## config.mk

```make
export PLATFORM = sky130hd
export DESIGN_NAME = rle_capture_front
export DESIGN_NICKNAME = d
export VERILOG_FILES = /design/src/rtl/rle_pkg.sv /design/src/rtl/rle_change_det.sv /design/src/rtl/rle_run_ctr.sv /design/src/rtl/rle_word_buf.sv /design/src/rtl/rle_capture_front.sv
export SDC_FILE = /design/constraint.sdc
export NUM_CORES = 1
export LEC_CHECK = 0
export BUFFER_PORTS_ARGS = -buffer_cell sky130_fd_sc_hd__buf_2
export CORE_ASPECT_RATIO = 0.7
export CORE_MARGIN = 2
export CORE_UTILIZATION = 35
export DETAILED_ROUTE_END_ITERATION = 10
export PLACE_DENSITY_LB_ADDON = 0.3
export SLEW_MARGIN = 20
export SYNTH_ARGS = -nofsm -noshare
export SYNTH_HDL_FRONTEND = slang
export SYNTH_SLANG_ARGS = --single-unit
```

## constraint.sdc

```tcl
create_clock -name clk -period 2.85 [get_ports clk]
set_input_delay 0 -clock clk [delete_from_list [all_inputs] [get_ports clk]]
set_output_delay 0 -clock clk [all_outputs]
set_load 0.02 [all_outputs]
```

## src/rtl/rle_pkg.sv

```systemverilog
package rle_pkg;
  // Kind tag carried in the top bit of every emitted word.
  typedef enum logic {
    RLE_LIT = 1'b0,
    RLE_RUN = 1'b1
  } rle_kind_e;
endpackage

```

## src/rtl/rle_change_det.sv

```systemverilog
module rle_change_det #(
  parameter int DATA_W = 30
) (
  input  logic              clk,
  input  logic              rst_n,
  input  logic              load,
  input  logic              restart,
  input  logic [DATA_W-1:0] data,
  output logic              fresh,
  output logic              same
);
  logic [DATA_W-1:0] prev_q;
  logic              have_q;

  always_ff @(posedge clk) begin
    if (!rst_n) begin
      prev_q <= '0;
      have_q <= 1'b0;
    end else if (load) begin
      prev_q <= data;
      have_q <= !restart;
    end
  end

  assign fresh = !have_q;
  assign same  = have_q && (data == prev_q);

  // a sample closing a capture leaves the detector fresh.
  a_r2_restart_fresh: assert property (@(posedge clk) disable iff (!rst_n)
    load && restart |=> fresh);
endmodule

```

## src/rtl/rle_run_ctr.sv

```systemverilog
module rle_run_ctr #(
  parameter int MAX_STEP = 768,
  localparam int CNT_W = $clog2(MAX_STEP + 1)
) (
  input  logic             clk,
  input  logic             rst_n,
  input  logic             inc,
  input  logic             clr,
  output logic [CNT_W-1:0] cnt,
  output logic             at_cap
);
  always_ff @(posedge clk) begin
    if (!rst_n)     cnt <= '0;
    else if (clr)   cnt <= '0;
    else if (inc)   cnt <= cnt + CNT_W'(1);
  end

  assign at_cap = (cnt == CNT_W'(MAX_STEP - 1));

  // the pending count never reaches the cap without being emitted.
  a_r5_cnt_bound: assert property (@(posedge clk) disable iff (!rst_n)
    cnt <= CNT_W'(MAX_STEP - 1));
endmodule

```

## src/rtl/rle_word_buf.sv

```systemverilog
module rle_word_buf #(
  parameter int W = 32
) (
  input  logic         clk,
  input  logic         rst_n,
  input  logic         push_a,
  input  logic [W-1:0] word_a,
  input  logic         push_b,
  input  logic [W-1:0] word_b,
  output logic         can_take,
  output logic         out_valid,
  input  logic         out_ready,
  output logic [W-1:0] out_word
);
  logic         pend_v;
  logic [W-1:0] pend_w;
  logic         free;

  assign free     = !out_valid || out_ready;
  assign can_take = free && !pend_v;

  always_ff @(posedge clk) begin
    if (!rst_n) begin
      out_valid <= 1'b0;
      out_word  <= '0;
      pend_v    <= 1'b0;
      pend_w    <= '0;
    end else if (pend_v && free) begin
      out_word  <= pend_w;
      out_valid <= 1'b1;
      pend_v    <= 1'b0;
    end else if (push_a) begin
      out_word  <= word_a;
      out_valid <= 1'b1;
      pend_v    <= push_b;
      pend_w    <= word_b;
    end else if (free) begin
      out_valid <= 1'b0;
    end
  end

  // a stalled word is held unchanged.
  a_r8_hold_stable: assert property (@(posedge clk) disable iff (!rst_n)
    out_valid && !out_ready |=> out_valid && $stable(out_word));
  // a waiting second word reaches the output once the slot frees.
  a_r8_pend_moves: assert property (@(posedge clk) disable iff (!rst_n)
    pend_v && out_ready |=> out_valid && !pend_v);
endmodule

```

## src/rtl/rle_capture_front.sv

```systemverilog
module rle_capture_front #(
  parameter int DATA_W   = 30,
  parameter int MAX_STEP = 768,
  localparam int WORD_W  = DATA_W + 2,
  localparam int CNT_W   = $clog2(MAX_STEP + 1)
) (
  input  logic              clk,
  input  logic              rst_n,
  input  logic              in_valid,
  output logic              in_ready,
  input  logic [DATA_W-1:0] in_data,
  input  logic              in_trig,
  input  logic              in_last,
  output logic              out_valid,
  input  logic              out_ready,
  output logic [WORD_W-1:0] out_word
);
  import rle_pkg::*;

  logic             accept, fresh, same, force_lit;
  logic             rep, cap, lit, flush, at_cap;
  logic [CNT_W-1:0] cnt;
  logic [WORD_W-1:0] lit_word, run_flush, run_cap, word_a;

  assign accept    = in_valid && in_ready;
  assign force_lit = fresh || in_trig || in_last;
  assign rep       = accept && !force_lit && same;
  assign cap       = rep && at_cap;
  assign lit       = accept && !rep;
  assign flush     = lit && (cnt != '0);

  assign lit_word  = {RLE_LIT, in_trig, in_data};
  assign run_flush = {RLE_RUN, (WORD_W-1)'(cnt - CNT_W'(1))};
  assign run_cap   = {RLE_RUN, (WORD_W-1)'(MAX_STEP - 1)};
  assign word_a    = cap ? run_cap : (flush ? run_flush : lit_word);

  rle_change_det #(.DATA_W(DATA_W)) u_det (
    .clk(clk), .rst_n(rst_n), .load(accept), .restart(in_last),
    .data(in_data), .fresh(fresh), .same(same)
  );

  rle_run_ctr #(.MAX_STEP(MAX_STEP)) u_ctr (
    .clk(clk), .rst_n(rst_n), .inc(rep && !cap), .clr(lit || cap),
    .cnt(cnt), .at_cap(at_cap)
  );

  rle_word_buf #(.W(WORD_W)) u_buf (
    .clk(clk), .rst_n(rst_n),
    .push_a(cap || lit), .word_a(word_a),
    .push_b(flush), .word_b(lit_word),
    .can_take(in_ready),
    .out_valid(out_valid), .out_ready(out_ready), .out_word(out_word)
  );

  // a fresh capture never carries a pending run.
  a_r2_fresh_no_run: assert property (@(posedge clk) disable iff (!rst_n)
    fresh |-> cnt == '0);
  // a trigger sample always produces output on the next cycle.
  a_r6_trig_emits: assert property (@(posedge clk) disable iff (!rst_n)
    accept && in_trig |=> out_valid);
  // a final sample always produces output and clears the run.
  a_r7_last_emits: assert property (@(posedge clk) disable iff (!rst_n)
    accept && in_last |=> out_valid && cnt == '0);
  // no run word exceeds the cap.
  a_r5_run_len: assert property (@(posedge clk) disable iff (!rst_n)
    out_valid && out_word[WORD_W-1] |-> out_word[WORD_W-2:0] <= (WORD_W-1)'(MAX_STEP - 1));
endmodule

```

Yosys cells after proc, flatten, opt, wreduce, memory -nomap -nowiden
Cells that the tools add are included.
Widths: inputs -> output; s select.
Storage, ports and cells
  memories: 0
  latch bits: 0
  bits in read-only memories: 0
  register bits: 106
  memory bits (writable): 0
Cells by class
  shift-type cells: 0
  $add $sub $neg: 2
  divide/modulo/power cells: 0
  bitwise operators: 2
  equality and inequality tests: 2
  order comparisons: 0
  mux-type cells: 7
  multiply operators: 0
  reduce and logical (&&, ||, !) cells: 27
Operator list (count)
  $mux 32: 4
  $eq 30x30->1: 1
  $sub 10x1->11 const B: 1
  $add 10x1->10 const B: 1
  $eq 10x10->1 const B: 1
  $logic_and 1x1->1: 10
  $reduce_bool 10->1: 1
  $logic_not 1->1: 7
  $logic_or 1x1->1: 4
  $reduce_or 2->1: 2
  $mux 1: 3
  $reduce_bool 3->1: 1
  $not 1->1: 2
  $reduce_and 2->1: 1
  $reduce_bool 2->1: 1

Logic depth before layout (Yosys ltp)
  word-level depth: 13
  depth in mapped cells: 10

Cells and area by module
Synthesis repeated with hierarchy kept, for this count alone.
Unflattened totals
  cells, all modules: 584
  area total of the unflattened synthesis: 5607.9 um^2
Modules (own cells, without submodules)
  rle_word_buf: area each 2994.1 um^2, instances 1, cells each 298
  rle_change_det: area each 1488.9 um^2, instances 1, cells each 141
  rle_capture_front: area each 665.6 um^2, instances 1, cells each 92
  rle_run_ctr: area each 459.2 um^2, instances 1, cells each 53

Least setup slack after synthesis
No wires, ideal clock.
  path type: reg-to-reg
  start point: register u_det.prev_q[14]
  end point: register u_buf.out_word[11]
  path slack: 0.791 ns
  period minus slack after synthesis: 2.059 ns
  data required time: 2.728 ns
  arrival time: 1.937 ns
  cell stages (with the launch flop): 9
  path through: dfxtp_1 -> xor2_1 -> nor4_2 -> nor4b_4 -> and3_1 -> buf_4 -> nor4_2 -> buf_6 -> a221o_1
Between the ends
  word-level cells in the longest chain between the ends: 10
  elaborated cells between the ends (all ways): 13
  those cells by class: eq/ne (1); mux (4); reduce/logical (8)
RTL lines
  from (decl): RTL line rle_change_det.sv:12  | logic [DATA_W-1:0] prev_q;
  from (signal assigned): RTL line rle_change_det.sv:20  | prev_q <= data;
  $eq 30x30->1 (*): RTL line rle_change_det.sv:26  | assign same = have_q && (data == prev_q);
  $logic_and 1x1->1 (*): RTL line rle_change_det.sv:26
  $logic_and 1x1->1 (*): RTL line rle_capture_front.sv:27  | assign rep = accept && !force_lit && same;
  $logic_not 1->1: RTL line rle_capture_front.sv:29  | assign lit = accept && !rep;
  $logic_and 1x1->1: RTL line rle_capture_front.sv:29
  $logic_and 1x1->1: RTL line rle_capture_front.sv:30  | assign flush = lit && (cnt != '0);
  $mux 32 (2 in series): RTL line rle_capture_front.sv:35  | assign word_a = cap ? run_cap : (flush ? run_flush : lit_word);
  $mux 32: RTL line rle_word_buf.sv:32  | end else if (push_a) begin
  $mux 32: RTL line rle_word_buf.sv:28  | end else if (pend_v && free) begin
  to (signal assigned): RTL line rle_word_buf.sv:29  | out_word <= pend_w;
  to (signal assigned): RTL line rle_word_buf.sv:33  | out_word <= word_a;
  to (decl): RTL line rle_word_buf.sv:13  | output logic [W-1:0] out_word
Mark *: on every way between the ends. The rest lies on a longest branch, timed or not. The select of a mux whose other input is x is not followed.
A chain may end at the register's enable or synchronous reset.

Final worst setup path
  start point: register u_ctr.cnt[2]
  end point: register u_buf.out_word[3]
Between the ends
  word-level cells in the longest chain between the ends: 6
  elaborated cells between the ends (all ways): 11
  those cells by class: add/sub (1); eq/ne (1); mux (4); reduce/logical (5)
RTL lines
  from (decl): RTL line rle_run_ctr.sv:9  | output logic [CNT_W-1:0] cnt,
  from (signal assigned): RTL line rle_run_ctr.sv:15  | else if (inc) cnt <= cnt + CNT_W'(1);
  parallel branches: the longest is 6 deep, another holds $sub 10x1->11
Parallel ways; which one is timed is not known. The select of a mux whose other input is x is not followed.

==> impl_metrics.csv <==
group,metric,value,unit
synthesis,yosysTopAreaCell,"dfxtp_1",
global_routing,grtUsageMet1,0.2765,
global_routing,antenna_found_initial,0,
global_routing,busiest_layer,"met1",
power_and_ir_drop,p_clk_frac,0.387,
detailed_routing,wl_per_cell,16.37,um
global_routing,grt_max_degree,45,
sta,drv_slew,0,
worst_setup_path,arrival,2.66,ns
global_routing,grtUsageTotal,0.1872,
floorplan,die_h,104.1,um
worst_setup_path,rr_endpoint,"u_buf.out_word[3]$_SDFFE_PN0P_",
detailed_routing,vias,4532,
min_path,hold_depth,3,
worst_setup_path,cp_cell_sequence,"nor4_2 -> nand4_1 -> buf_4 -> a211oi_1 -> nand2_1 -> a41oi_1",
power_and_ir_drop,switchingPower,900.1,uW
cells_and_area,syn_to_final_growth,22.99,%
synthesis,ys_seq_area_frac,0.4239,
cells_and_area,fillers,1385,
clocking,root_buffer,"clkbuf_16",
worst_setup_path,cp_max_fo,11,
power_and_ir_drop,pwr-share-seq,0.472,
worst_setup_path,critPathKind,"flop to flop",
synthesis,yosysUniqueCellTypes,61,
floorplan,core-area,13960,um^2
detailed_routing,dr.pass1.iters,5,
floorplan,die_w,146.9,um
global_routing,grt_pass1_vias,4164,
floorplan,rows,36,
clocking,clkSlewWorstSetupHoldPaths,0.07,ns
worst_setup_path,slowest_delay,0.49,ns
min_path,min_from,"rst_n",
worst_setup_path,start_kind,"flop",
sta,skew,0.01001,ns
worst_setup_path,r2r_cells,6,
worst_setup_path,path_buf_inv,1,
power_and_ir_drop,combinationalPowerShare,0.141,
synthesis,synth_area_per_cell,8.572,um^2
detailed_routing,ant_nets,0,
clocking,htree_levels,3,
sta,slew_headroom,0.6630,
detailed_routing,first_iter_violations,376,
min_path,hold_class,"input pin to flop",
sta,min_period_over_period,0.8380,
global_routing,overflow,0,
clocking,cts_setup_buffers,0,
worst_setup_path,endpoint_kind,"flop",
synthesis,yosys_most_used_dff,"dfxtp_1",
place,gp_congestion,0.9687,
place,dpl.hpwl,9591,um
floorplan,initial_utilization,0.3585,
power_and_ir_drop,ir_worst_vdd,0.2816,mV
place,io_buffers,69,
worst_setup_path,critPathRequiredTime,3.12,ns
cells_and_area,multi_input_area,2661,um^2
place,dp_slack,0.5160,ns
synthesis,synth-edff-count,0,
sta,worst_pin_slew,0.5041,ns
flow_run,maxCapViolCount,0,
floorplan,die_area,15290,um^2
detailed_routing,vias_per_cell,5.239,
cells_and_area,regArea,2122,um^2
min_path,hold_end,"u_buf.out_word[9]$_SDFFE_PN0P_",
sta,rsz0062_at_grt,"false",
cells_and_area,drive_above_1_share,0.1763,
cells_and_area,diodes,0,
clocking,cts_sinks,106,
clocking,cts_buffers,9,
synthesis,ys_ff_latch,106,
worst_setup_path,reg2reg_from,"u_ctr.cnt[2]$_SDFFE_PP0P_",
floorplan,io-pin-count,70,
synthesis,syn-cell-area,5006,um^2
sta,fmax,418.7,MHz
outcome,status,"complete, no violations",
sta,fin_setup_tns,0,ns
power_and_ir_drop,p_leak,2.583,nW
clocking,cts.path.max_buffers,2,
synthesis,netlist_top_cells_count,"nand2_1 (143), dfxtp_1 (106), a21oi_1 (39)",
synthesis,yosys_warnings,0,
sta,post-route-min-period,2.388,ns
global_routing,grt_pass1_wl,22600,um
detailed_routing,drc,0,
power_and_ir_drop,internal_power,2.519,mW
cells_and_area,finalNetCount,708,
clocking,cts_tree,"yes",
synthesis,syn-instance-count,584,
synthesis,yosysMostFrequentCell,"nand2_1",
worst_setup_path,rrSetupSlack,0.46,ns
power_and_ir_drop,switching_share,0.2633,
sta,setup_violations,0,
worst_setup_path,slowest_stage,"nor4_2",
worst_setup_path,path_delay_family,"simple AND/OR/NAND/NOR gates",
synthesis,synthArstFlopShare,0,
global_routing,grt_util_met3,0.04167,
sta,final_hold_viol_count,0,
detailed_routing,routed_wl,14160,um
sta,finalWorstSetupSlack,0.4616,ns
global_routing,grtUsageMet2,0.2743,
power_and_ir_drop,power_density,555.3,nW/um^2
synthesis,synth_top_area_frac,0.4239,
clocking,clk_latency,0.35,ns
synthesis,syn_nets,622,
synthesis,synth_area_leaders,"dfxtp_1 (42%), nand2_1 (11%), mux2i_1 (6.2%)",
==> worst min-delay path: stages <==
cell    delay, ns
buf_2        0.10
buf_4        0.24
o41a_1       0.15
==> power by group through the flow <==
stage	clock network, mW	logic, mW	registers [mW]
final	1.32	0.481	1.61
after detailed placement	0	0.443	1.65
after global placement	0	0.436	1.64
after global routing	1.40	0.526	1.62
after floorplan	0	0.254	1.68
after CTS	1.35	0.479	1.61
==> cells in the final DEF, fill, tap and decap left out, drive strengths merged, types with 2 or more instances in the layout <==
master       count
dfxtp          106
nor2            37
xnor2           12
o31ai            2
clkbuf          13
a31o             2
or4              2
mux2i           31
mux2             4
a31oi            5
a41oi            5
o2111ai          2
o21ai            5
ha               2
and3             4
nor2b            3
nor3            10
nand2          144
buf             85
a21oi           40
nand3            6
nor4b            2
o211ai           6
or3              2
xor2            23
nor4            13
o41a             3
dlygate4sd3     32
and2             4
inv              9
nand4            7
a221o           21
a221oi           4
o211a            4
nand4b           4
a211oi           2
nor3b            2
o31a             3
==> final cells by class <==
class,instances,area share
inverter,9,0.005487
sequential,106,0.3446
clock buffer,13,0.04389
clock inverter,3,0.007519
tap,190,0.03861
multi-input combinational,427,0.4322
timing repair buffer,117,0.1276
==> layer usage <==
layer | routed length, um | part of all wire | vias up
met5 | 0 | 0 | -
met4 | 140 | 0.0099 | 0
met3 | 847 | 0.060 | 13
met2 | 5926 | 0.42 | 146
met1 | 7241 | 0.51 | 2148
li1 | - | - | 2225
==> kinds of logic after synthesis <==
| kind of cell | share of synthesized area |
|---|---|
| flip-flops | 0.4239 |
| buffers and inverters | 0.04648 |
| XOR/XNOR | 0.06123 |
| AO/OA/AOI/OAI | 0.1627 |
| multiplexers | 0.07098 |
| adder cells (fa/ha/maj) | 0.004998 |
| AND/OR/NAND/NOR | 0.2297 |
==> sequential cells by signal (all words and copies together), names as in the netlist <==
name and cells:
u_buf.pend_v 1, u_buf.out_valid 1, u_buf.out_word 32, u_det.prev_q 30
u_ctr.cnt 10, u_buf.pend_w 31, u_det.have_q 1
==> worst max-delay path by stage <==
stage | depth (start not counted) | to | start
floorplan | 8 | u_buf.out_word[11]$_SDFFE_PN0P_ | u_det.prev_q[14]$_SDFFE_PN0P_
global placement | 7 | u_buf.out_word[13]$_SDFFE_PN0P_ | u_ctr.cnt[1]$_SDFFE_PP0P_
detailed placement | 6 | u_buf.out_word[3]$_SDFFE_PN0P_ | u_ctr.cnt[2]$_SDFFE_PP0P_
CTS | 6 | u_buf.out_word[3]$_SDFFE_PN0P_ | u_ctr.cnt[2]$_SDFFE_PP0P_
global route | 8 | u_ctr.cnt[5]$_SDFFE_PP0P_ | in_data[14]
finish | 6 | u_buf.out_word[3]$_SDFFE_PN0P_ | u_ctr.cnt[2]$_SDFFE_PP0P_
==> what timing repair did <==
item,4_1_cts,5_1_grt
resized for setup,0,0
hold buffers,32,0
endpoints found under the hold margin,83,0
==> metrics by stage <==
stage	cells	power, mW	util	cell area, um^2	hold slack (ns)
after floorplan	584	1.931	-	5006	0.09563
after global placement	817	2.080	0.3953	5520	0.2367
after detailed placement	817	2.091	0.3953	5520	0.2409
after CTS	865	3.440	0.4410	6157	0.1779
after global routing	865	3.553	0.4410	6157	0.2091
final	865	3.419	0.4410	6157	0.1930
No activity file was read; power rests on OpenSTA's default activity.
